===== src/rtl/pwr_seq_pkg.sv =====
package pwr_seq_pkg;
  typedef enum logic [1:0] {
    ST_OFF     = 2'd0,
    ST_SOFT    = 2'd1,
    ST_RUN     = 2'd2,
    ST_LATCHED = 2'd3
  } sup_state_t;
endpackage


===== src/rtl/sync2_stage.sv =====
module sync2_stage #(
  parameter int WIDTH = 1
) (
  input  logic             clk,
  input  logic             rst_n,
  input  logic [WIDTH-1:0] d_in,
  output logic [WIDTH-1:0] q_out
);
  logic [WIDTH-1:0] meta_q;

  always_ff @(posedge clk or negedge rst_n) begin
    if (!rst_n) begin
      meta_q <= '0;
      q_out  <= '0;
    end else begin
      meta_q <= d_in;
      q_out  <= meta_q;
    end
  end
endmodule


===== src/rtl/volt_window.sv =====
module volt_window #(
  parameter int NCH = 2,
  parameter int W   = 12
) (
  input  logic [NCH*W-1:0] v_meas,
  input  logic [NCH*W-1:0] v_set,
  output logic             all_ok
);
  localparam int XW = W + 4;

  function automatic logic within_tenth(input logic [W-1:0] v, input logic [W-1:0] s);
    logic [XW-1:0] diff;
    logic [XW-1:0] lim;
    diff = (v > s) ? XW'(v - s) : XW'(s - v);
    lim  = XW'(s);
    return (diff * XW'(10)) <= lim;
  endfunction

  logic [NCH-1:0] ch_ok;

  for (genvar i = 0; i < NCH; i++) begin : g_ch
    assign ch_ok[i] = within_tenth(v_meas[i*W +: W], v_set[i*W +: W]);
  end

  assign all_ok = &ch_ok;
endmodule


===== src/rtl/low_timer.sv =====
module low_timer #(
  parameter int QUAL_CYC = 15000
) (
  input  logic clk,
  input  logic rst_n,
  input  logic en_s,
  input  logic flt_s,
  output logic qual
);
  localparam int CW = $clog2(QUAL_CYC + 1);

  logic [CW-1:0] cnt_q;

  always_ff @(posedge clk or negedge rst_n) begin
    if (!rst_n)                 cnt_q <= '0;
    else if (en_s || flt_s)     cnt_q <= '0;
    else if (cnt_q != CW'(QUAL_CYC)) cnt_q <= cnt_q + 1'b1;
  end

  assign qual = (cnt_q == CW'(QUAL_CYC));

  AST_CNT_BOUND: assert property (@(posedge clk) disable iff (!rst_n)
    cnt_q <= CW'(QUAL_CYC));
  AST_CNT_RESTART: assert property (@(posedge clk) disable iff (!rst_n)
    (en_s || flt_s) |=> (cnt_q == '0));
endmodule


===== src/rtl/pwr_seq_supervisor.sv =====
module pwr_seq_supervisor
  import pwr_seq_pkg::*;
#(
  parameter int CLK_HZ = 100_000_000,
  parameter int NF     = 4,
  parameter int NCH    = 2,
  parameter int W      = 12
) (
  input  logic             clk,
  input  logic             rst_n,
  input  logic             en_in,
  input  logic [NF-1:0]    fault_in,
  input  logic             ss_done,
  input  logic [NCH*W-1:0] v_meas,
  input  logic [NCH*W-1:0] v_set,
  output logic             sw_en,
  output logic             ss_req,
  output logic             pg_n
);
  localparam int QUAL_CYC = (CLK_HZ / 1000) * 150 / 1000;

  logic          en_s;
  logic [NF-1:0] flt_vec_s;
  logic          flt_s;
  logic          qual;
  logic          win_ok;
  logic          armed_q;
  logic          release_ev;
  sup_state_t    st_q, st_d;

  sync2_stage #(.WIDTH(NF + 1)) u_sync (
    .clk   (clk),
    .rst_n (rst_n),
    .d_in  ({en_in, fault_in}),
    .q_out ({en_s, flt_vec_s})
  );

  assign flt_s = |flt_vec_s;

  low_timer #(.QUAL_CYC(QUAL_CYC)) u_timer (
    .clk   (clk),
    .rst_n (rst_n),
    .en_s  (en_s),
    .flt_s (flt_s),
    .qual  (qual)
  );

  volt_window #(.NCH(NCH), .W(W)) u_win (
    .v_meas (v_meas),
    .v_set  (v_set),
    .all_ok (win_ok)
  );

  assign release_ev = (st_q == ST_LATCHED) && armed_q && en_s && !flt_s;

  always_comb begin
    st_d = st_q;
    unique case (st_q)
      ST_OFF:     if (flt_s) st_d = ST_LATCHED;
                  else if (en_s) st_d = ST_SOFT;
      ST_SOFT:    if (flt_s) st_d = ST_LATCHED;
                  else if (!en_s) st_d = ST_OFF;
                  else if (ss_done) st_d = ST_RUN;
      ST_RUN:     if (flt_s) st_d = ST_LATCHED;
                  else if (!en_s) st_d = ST_OFF;
      ST_LATCHED: if (release_ev) st_d = ST_SOFT;
      default:    st_d = ST_OFF;
    endcase
  end

  always_ff @(posedge clk or negedge rst_n) begin
    if (!rst_n) begin
      st_q    <= ST_OFF;
      armed_q <= 1'b0;
    end else begin
      st_q <= st_d;
      if (st_q != ST_LATCHED || flt_s) armed_q <= 1'b0;
      else if (qual)                    armed_q <= 1'b1;
    end
  end

  assign sw_en  = (st_q == ST_SOFT) || (st_q == ST_RUN);
  assign ss_req = (st_q == ST_SOFT);
  assign pg_n   = !((st_q == ST_RUN) && !flt_s && win_ok);

  AST_FAULT_LATCHES: assert property (@(posedge clk) disable iff (!rst_n)
    (flt_s && st_q != ST_LATCHED) |=> (st_q == ST_LATCHED));
  AST_LATCH_HOLD: assert property (@(posedge clk) disable iff (!rst_n)
    (st_q == ST_LATCHED && !armed_q) |=> (st_q == ST_LATCHED));
  AST_ARM_NEEDS_QUAL: assert property (@(posedge clk) disable iff (!rst_n)
    $rose(armed_q) |-> $past(qual));
  AST_SS_TO_RUN: assert property (@(posedge clk) disable iff (!rst_n)
    (st_q == ST_SOFT && ss_done && en_s && !flt_s) |=> (st_q == ST_RUN));
  AST_EN_DROP_OFF: assert property (@(posedge clk) disable iff (!rst_n)
    (!en_s && !flt_s && sw_en) |=> (st_q == ST_OFF));
  AST_PG_WINDOW: assert property (@(posedge clk) disable iff (!rst_n)
    !pg_n |-> win_ok);
  AST_PG_ONLY_RUN: assert property (@(posedge clk) disable iff (!rst_n)
    !pg_n |-> (sw_en && !ss_req));
endmodule


===== config.mk =====
export PLATFORM = sky130hd
export DESIGN_NAME = pwr_seq_supervisor
export DESIGN_NICKNAME = d
export VERILOG_FILES = /design/src/rtl/pwr_seq_pkg.sv /design/src/rtl/sync2_stage.sv /design/src/rtl/volt_window.sv /design/src/rtl/low_timer.sv /design/src/rtl/pwr_seq_supervisor.sv
export SDC_FILE = /design/constraint.sdc
export NUM_CORES = 1
export LEC_CHECK = 0
export CORE_UTILIZATION = 45
export CTS_CLUSTER_SIZE = 10
export DETAILED_ROUTE_END_ITERATION = 16
export DONT_BUFFER_PORTS = 1
export PLACE_DENSITY = 0.61
export SYNTH_ARGS = -nofsm -noshare
export SYNTH_HDL_FRONTEND = slang
export SYNTH_HIERARCHICAL = 1
export SYNTH_SLANG_ARGS = --single-unit

===== constraint.sdc =====
create_clock -name clk -period 14.4 [get_ports clk]
set_input_delay 4.32 -clock clk [delete_from_list [all_inputs] [get_ports clk]]
set_output_delay 4.32 -clock clk [all_outputs]
set_load 0.02 [all_outputs]

==> key figures <==
Detailed routing
  – Post-Route WL: 12,600 um
  – Final ANT Viol Nets: 0
  – Routed via count: slightly below 5,000
  – DR iter-0 viols: 309
  – WL/cell: 15.5 um
  – Via density: slightly below 6
  – Drt pass-1 iters: 5
  – DRC viols: 0

STA
  – Fin crit period: approximately 14 ns
  – Final Max Slew Viols: 0
  – Relative slew margins: 50.5%
  – Period utilization: ~97%
  – TNS Setup: 0 ns
  – Achievable Freq: 0.0712 GHz
  – Worst slew pin tran: 0.724 ns
  – Final setup violation count: 0
  – Final hold slack: 0.350 ns
  – Final hold viol count: 0
  – Worst-case clock skew: ~0.0033 ns

Pwr
  – PD cells: 132 nW/um^2
  – Leakage: 2.80 nW
  – Maximum vdd drop: 0.0614 mV

GRT
  – Largest net degree at the start of global routing: 28
  – Number of antenna violations at the first check in global routing: 0
  – Global-route usage over all layers: 20.0%
  – First-pass GRT wire length: 21,300 um
  – Grt ovf: 0
  – Vias in the first global route: 4,660

Synthesis
  – Fraction of registers with async set or reset after synthesis: 100%
  – Synth top area share: 26.8%
  – Synth Instances: 678
  – Netlist Area Pre-Place: roughly 5500 um^2
  – Main synth FF type: dfrtp_1
  – Synth cell types: 72
  – Post-Syn Nets: 858
  – Sequential share of the synthesized area: 12.3%
  – Yosys top cell by area: ha_1
  – Mapped Avg Cell Area: approximately 8.1 um^2
  – Syn. warnings: 6
  – Top-count cell post-synth: ha_1
  – FF+latch count, synth: 27
  – Synth cell count leaders: 118 x ha_1, 84 x inv_1, 56 x a21oi_1
  – Post-synth EDFFs: 0
  – Synth top area cells: ha_1 27%, dfrtp_1 12%, inv_1 5.7%

Worst setup path
  – Most frequent CP cell: ha_1
  – CP delay by family, top: compound AO/OA/AOI/OAI gates
  – Arr. time, crit path: 9.72 ns
  – Path length in cells of the critical path: 25
  – Crit path max fanout: 8
  – Critical-path top delay cell: or3_4
  – WP data required: 10.08 ns
  – Cell count of the worst reg-to-reg path: 5
  – CP Class: input port to output port
  – Critical path endpoint category: output port
  – CP startpoint kind: input port
  – WP buf/inv: 1
  – Biggest cell delay along the critical path: 0.39 ns

Finish
  – Area Growth Syn to Fin: 3.84%
  – Area occupied by multi-input gates: 4430 um^2
  – Fillers: 1,148
  – Register area: 676 um^2
  – Antenna diodes: 0
  – Share of cells above drive strength 1: 6.45%
  – Final nets: roughly 850

Clock tree
  – Clock slew at reported path FFs: 0.06 ns
  – Clock latency on the worst-skew pair: 0.26 ns
  – Clock root buffer: clkbuf_16
  – CTS buffer count: 3
  – H-tree depth: 1
  – TritonCTS clock tree: built
  – Clk sinks: 27
  – CTS Buffer Depth: 2

Floorplanning
  – DIE AREA: about 13,000 um^2
  – # rows: 40
  – Starting Density: 46.1%
  – Die Height: between 100 and 150 um
  – # IOs: 59
  – Core area: 12,000 um^2
  – DIE WIDTH: 113 um

Placed design
  – Post-DP HPWL: ~10,000 um
  – Final GP Congestion: about 0.88
  – # port buffers: 0

Outcome
  – Status: finished clean

Run
  – Max-Cap Viols: 0

Hold path
  – Min-delay worst type: flop to flop
  – WHS Path Cells: 0
-- worst register-to-register path, delay by kind of cell (launching register included) --
family	cells	cell delay, ns
buffers and inverters	1	0.14
AND/OR/NAND/NOR	3	1.06
AO/OA/AOI/OAI	1	0.13
flip-flops	1	0.40
-- layout make-up --
type	count	area share [%]
clock buffer	3	1.31
clock inverter	1	0.0875
inverter	86	5.64
multi-input combinational	546	77.4
sequential	27	11.8
tap	147	3.21
timing repair buffer	4	0.525
-- layout by cell type (no fill, tap or decap), types with 7 or more instances in the layout --
cell type    n
nand4_1     17
a21o_1      36
o21ai_0     27
xor2_1      13
nor3_1       9
ha_1       116
inv_1       84
xnor2_1     27
dfrtp_1     27
nand3_1     21
mux2_2       7
nand2_1     31
nor2b_1     12
nor2_1      33
a21oi_1     55
mux2i_1     18
-- path summary, 6_finish.rpt --
| kind | to | start | slack [ns] |
|---|---|---|---|
| worst min-delay path | u_sync/q_out[4] | u_sync/meta_q[4] | 0.35 |
| worst max-delay path | pg_n | v_meas[4] | 0.36 |
| worst max register to register | u_timer/cnt_q[2] | u_sync/q_out[1] | 12.61 |
| min in group asynchronous | u_timer/cnt_q[7] | rst_n | 3.75 |
| max in group asynchronous | st_q[1] | rst_n | 10.57 |
| worst min register to register | u_sync/q_out[4] | u_sync/meta_q[4] | 0.35 |
-- kinds of logic after synthesis --
family | after synthesis | synth area share (%)
compound gates | 184 | 22.2
xor+xnor | 40 | 6.36
fa+ha+maj | 124 | 29.0
buf+inv | 105 | 7.81
flops | 27 | 12.3
mux | 28 | 5.36
simple gates | 170 | 17.0
-- per-stage QoR --
step	instance area, um^2	std cells	util (%)	total power, mW	worst slack (ns)
after floorplan	5510	678	-	0.567	0.805
after global placement	5600	808	46.8	0.673	0.0175
after detailed placement	5600	808	46.8	0.682	0.0594
after CTS	5680	812	47.5	0.751	0.0203
after global routing	5720	814	47.8	0.843	-0.0139
final	5720	814	47.8	0.756	0.365
-- power breakdown --
group          switching, mW  leakage (nW)  total [mW]  internal, mW
Combinational          0.334          2.42       0.615         0.281
Clock                 0.0253        0.0409      0.0627        0.0374
Sequential           0.00100         0.344      0.0783        0.0773
Total                  0.360          2.80       0.756         0.395
-- registers in the layout, indices dropped and copies added (netlist names) --
register / count
u_sync/q_out: 5
armed_q: 1
u_timer/cnt_q: 14
u_sync/meta_q: 5
st_q: 2
-- per-layer routing --
metal	up-vias	share of wire [%]	wire [um]	global-route usage, %
met4	0	1.8	222	4.89
met5	-	0	0	0
met1	2264	46	5780	26.0
met3	21	4.4	559	1.94
li1	2404	-	-	-
met2	126	48	6040	35.4
-- repair_timing --
action                     CTS  global route
hold buffers                 0             0
buffers inserted             0             2
setup endpoints to repair    0             1
gates resized for setup      0             6
Power figures use the tool's default switching activity.
